==> config.mk <==
export PLATFORM = sky130hd
export DESIGN_NAME = cart_bank_xlat
export DESIGN_NICKNAME = d
export VERILOG_FILES = /design/src/rtl/cart_bank_xlat.sv
export SDC_FILE = /design/constraint.sdc
export NUM_CORES = 1
export LEC_CHECK = 0
export BUFFER_PORTS_ARGS = -buffer_cell sky130_fd_sc_hd__buf_4
export CORE_UTILIZATION = 31
export CTS_CLUSTER_SIZE = 25
export DETAILED_ROUTE_END_ITERATION = 10
export PLACE_DENSITY = 0.85
export SKIP_CTS_REPAIR_TIMING = 1
export SYNTH_ARGS = -nofsm -noshare
export SYNTH_HDL_FRONTEND = slang
export SYNTH_SLANG_ARGS = --single-unit
export TNS_END_PERCENT = 100
==> constraint.sdc <==
create_clock -name clk -period 1.1 [get_ports clk]
set_input_delay 0.11 -clock clk [delete_from_list [all_inputs] [get_ports clk]]
set_output_delay 0.11 -clock clk [all_outputs]
set_load 0.02 [all_outputs]
==> src/rtl/cart_bank_xlat.sv <==
module cart_bank_xlat #(
  parameter int PRG_BANKS = 32,
  parameter int CHR_BANKS = 32,
  parameter bit WRAM_16K  = 1'b1,
  localparam int PB_W   = $clog2(PRG_BANKS),
  localparam int CB_W   = $clog2(CHR_BANKS),
  localparam int PRG_AW = PB_W + 14,
  localparam int CHR_AW = CB_W + 12
) (
  input  logic              clk,
  input  logic              rst_n,
  input  logic [4:0]        ctrl,
  input  logic [4:0]        chr0,
  input  logic [4:0]        chr1,
  input  logic [4:0]        prg,
  input  logic [15:0]       cpu_addr,
  input  logic              cpu_valid,
  input  logic              cpu_we,
  input  logic [7:0]        cpu_bus,
  input  logic [12:0]       ppu_addr,
  output logic [PRG_AW-1:0] prg_addr,
  output logic [CHR_AW-1:0] chr_addr,
  output logic [13:0]       wram_addr,
  output logic              wram_ce,
  output logic              wram_we,
  output logic              open_bus,
  output logic [7:0]        open_bus_data,
  output logic [1:0]        mirror
);

  logic [4:0] prg_bank;
  logic [4:0] chr_bank;
  logic       in_window;
  logic       wram_bank;
  logic [7:0] last_bus;

  always_comb begin
    case (ctrl[3:2])
      2'b11:   prg_bank = cpu_addr[14] ? {chr0[4], 4'hF} : {chr0[4], prg[3:0]};
      2'b10:   prg_bank = cpu_addr[14] ? {chr0[4], prg[3:0]} : {chr0[4], 4'h0};
      default: prg_bank = {chr0[4], prg[3:1], cpu_addr[14]};
    endcase
  end

  assign chr_bank = ctrl[4] ? (ppu_addr[12] ? chr1 : chr0)
                            : {chr0[4:1], ppu_addr[12]};

  assign prg_addr = {prg_bank[PB_W-1:0], cpu_addr[13:0]};
  assign chr_addr = {chr_bank[CB_W-1:0], ppu_addr[11:0]};

  assign in_window = cpu_valid && (cpu_addr[15:13] == 3'b011);
  assign wram_ce   = in_window && !prg[4];
  assign wram_we   = wram_ce && cpu_we;
  assign open_bus  = in_window && prg[4] && !cpu_we;
  assign wram_bank = WRAM_16K ? (ctrl[4] ? chr0[4] : chr0[3]) : 1'b0;
  assign wram_addr = {wram_bank, cpu_addr[12:0]};
  assign mirror    = ctrl[1:0];

  always_ff @(posedge clk or negedge rst_n) begin
    if (!rst_n)                      last_bus <= 8'h00;
    else if (cpu_valid && !open_bus) last_bus <= cpu_bus;
  end
  assign open_bus_data = last_bus;

  assert_wram_ce_gated_R8: assert property (@(posedge clk) disable iff (!rst_n)
    wram_ce |-> (!prg[4] && cpu_addr[15:13] == 3'b011));

  assert_ce_open_exclusive_R9: assert property (@(posedge clk) disable iff (!rst_n)
    $onehot0({wram_ce, open_bus}));

  assert_open_holds_R9: assert property (@(posedge clk) disable iff (!rst_n)
    open_bus |=> $stable(open_bus_data));

  assert_bus_captured_R9: assert property (@(posedge clk) disable iff (!rst_n)
    (cpu_valid && !open_bus) |=> (open_bus_data == $past(cpu_bus)));

  assert_chr8k_contiguous_R6: assert property (@(posedge clk) disable iff (!rst_n)
    !ctrl[4] |-> (chr_addr[12] == ppu_addr[12]));

  assert_prg32k_contiguous_R3: assert property (@(posedge clk) disable iff (!rst_n)
    !ctrl[3] |-> (prg_addr[14] == cpu_addr[14]));

  assert_no_wram_write_disabled_R9: assert property (@(posedge clk) disable iff (!rst_n)
    (prg[4] && cpu_valid && cpu_we) |-> !wram_we);

endmodule

==> results.yml <==
placement:
  place.detailed.hpwl_um: 1540
  port_buffers: 56
  pre_cts_slack_ns: -0.171
  gp_congestion: 0.683
  placed_cells_incl_taps: 134
route:
  finalWirelength_um: 1790
  number_of_nets_with_antenna_violations_after_routing: 0
  vias_per_cell: 4.63
  via_count: 639
  detail_route.first_pass.iterations: 4
  post_drt_wl_per_cell_um: 13.0
  route.detailed.drc: 0
  detail_route.iter0.violations: 3
yosys:
  dominant_combinational_cell_family_by_area_after_synthesis: "buffers and inverters"
  synthesized_flop_and_latch_total: 8
  mappedNetlistArea_sq_um: 810
  synth-seq-area-share: 0.247
  post_synth_mux_area_share: 0.181
  synth.avg_cell_area_sq_um: 9.10
  async_flop_share: 1.00
  synthXorXnorAreaFrac: 0
  yosysTopAreaCell: "buf_4"
  largest_cells_by_area_after_synthesis: "buf_4 (40%), dfrtp_1 (25%), mux2_2 (18%), a21oi_1 (5.6%), nand2b_1 (2.3%)"
  synth_edf_count: 0
  synthAdderAreaFrac: 0
  synthesis.nets: 150
  synthDominantCellAreaShare: 0.399
  synth.yosys.warnings: 0
  ys_dominant_reg_cell: "dfrtp_1"
  synth_simple_gate_area_share: 0.0804
  synth_cell_types: 13
  synth_instances: 89
  synth_compound_area_frac: 0.0835
run:
  maxCapViolations: 0
pwr:
  power_switching_share: 0.302
  total_chip_power_mw: 0.964
  leakage_nw: 0.514
  switching_power_mw: 0.291
  p_per_area_mw_per_mm2: 953
  p_int_mw: 0.673
  power.share.clock: 0.216
  irDropWorstVdd_mv: 0.607
  seq_power_share: 0.356
  power_frac_comb: 0.427
critical_path:
  worst_path_dominant_cell_family: "buffers and inverters"
  crit_chain: "buf_4 > buf_4 > nand2b_1 > a21oi_1 > nor2_1 > buf_4"
  arrival_ns: 0.94
  worst_r2r_path_depth: 1
  slowest_delay_ns: 0.18
  timing.critical_path.to_type: "output pin"
  crit_path_start_kind: "primary input"
  cp.buffers_inverters: 3
  critical_path.slowest_cell: "a21oi_1"
  crit_type: "in2out"
  worstReg2RegEnd: "open_bus_data[0]"
  worst-path-max-fanout: 6
  setup.reg_to_reg.worst_slack_ns: 0.34
  critPathCapture: "prg_addr[15]"
  worstReg2RegStart: "open_bus_data[0]"
  cp_common_cell: "buf_4"
  crit_required_ns: 0.99
  instance_count_on_the_critical_path: 6
  critPathLaunch: "cpu_addr[14]"
clock_tree:
  num_cts_buffers: 3
  ctsRootBufferMaster: "clkbuf_4"
  cts_buffer_depth: 2
  tritoncts: "yes"
  htree_levels: 1
  clkSlewWorstSetupHoldPaths_ns: 0.05
  clkSinkCount: 8
  clkLatencyLatePin_ns: 0.24
cells_and_area:
  layout.core_utilization: 0.409
  highest_count_cells_in_the_layout_ignoring_fill_and_taps: "buf_4 (58), mux2_2 (13), a21oi_1 (9)"
  final.fill_count: 234
  syn_to_final_growth_pct: 25.0
  final-instance-count-excl-fill: 138
  finalNetCount: 171
  n_antenna_cell: 0
  layout-drive-gt1-share: 0.713
  layout_commonest_cell: "buf_4"
  largest_reg_flops: 8
floorplanning:
  core_area_sq_mm: 0.00248
  initial_utilization: 0.327
  chipHeight_um: 53.1
  die-area_sq_mm: 0.00282
  floorplan.rows: 18
  io_pins: 124
  chipWidth_um: 53.1
global_routing:
  groute.usage.overall: 0.132
  first_global_vias: 624
  grt_start_max_net_pins: 9
  grt_first_pass_wirelength_um: 2600
  grt_antenna_before_repair: 0
  globalRouteOverflowTotal: 0
sta:
  period_minus_slack_ns: 1.05
  relSlewSlack: 0.798
  hold_slack_ns: 0.0965
  finalSetupViolCount: 0
  setup_ws_ns: 0.0521
  fmax_ghz: 0.954
  timing.final.hold_violations: 0
  slew_viol_final: 0
  fin_skew_ns: 0
  worstMarginPinSlew_ns: 0.302
  final.period_utilization: 0.953
hold_path:
  timing.hold.worst.class: "in2reg"
run_status:
  status: "finished, final reports clean"
-- cells in the mapped netlist, drive strengths merged, types with 2 or more instances --
cell and n:
buf 43, mux2 13, a21oi 9, dfrtp 8
nor2 4, nand2b 3, inv 2, nor3 2
-- area by class of cell --
type / count / area [sq um] / share of cell area
timing repair buffer: 59 / 445 / 0.440
multi-input combinational: 36 / 299 / 0.295
sequential: 8 / 200 / 0.198
tap: 30 / 37.5 / 0.0371
clock buffer: 3 / 22.5 / 0.0222
inverter: 2 / 7.51 / 0.00742
-- worst min-delay path by stage --
stage                from          endpoint  slack, ns  cells past startpoint
6_report       cpu_bus[5]  open_bus_data[5]        0.1                      2
5_1_grt        cpu_bus[6]  open_bus_data[6]       0.09                      2
4_1_cts             rst_n  open_bus_data[7]      -0.33                      1
3_5_place_dp        rst_n  open_bus_data[1]      -0.07                      1
3_3_place_gp        rst_n  open_bus_data[1]      -0.07                      1
2_1_floorplan       rst_n  open_bus_data[0]      -0.19                      0
-- stage by stage --
step                      area, sq um   TNS, ns
after floorplan                   815         0
after detailed placement          965     -1.34
final                            1010         0
after global routing             1010  -0.00150
after global placement            965     -1.02
after CTS                         987   -0.0325
-- cell families after synthesis --
kind of cell,Yosys count
AOI/OAI and AO/OA,11
buffers and inverters,45
DFF,8
muxes,13
and+or+nand+nor,12
-- power by group through the flow --
stage	Sequential, mW	Combinational [mW]	Clock, mW
2_1_floorplan	0.386	0.358	0
3_3_place_gp	0.349	0.396	0
3_5_place_dp	0.349	0.407	0
4_1_cts	0.344	0.408	0.216
5_1_grt	0.347	0.444	0.241
6_report	0.344	0.412	0.208
-- layer usage --
layer  vias to the layer above  routed length [um]  global-route usage
met1                       283                 488               0.109
met4                         0                  61               0.114
met2                        50                1030               0.245
met5                         -                   0                   0
li1                        293                   -                   -
met3                        13                 209              0.0431
No activity file was read; power rests on OpenSTA's default activity.
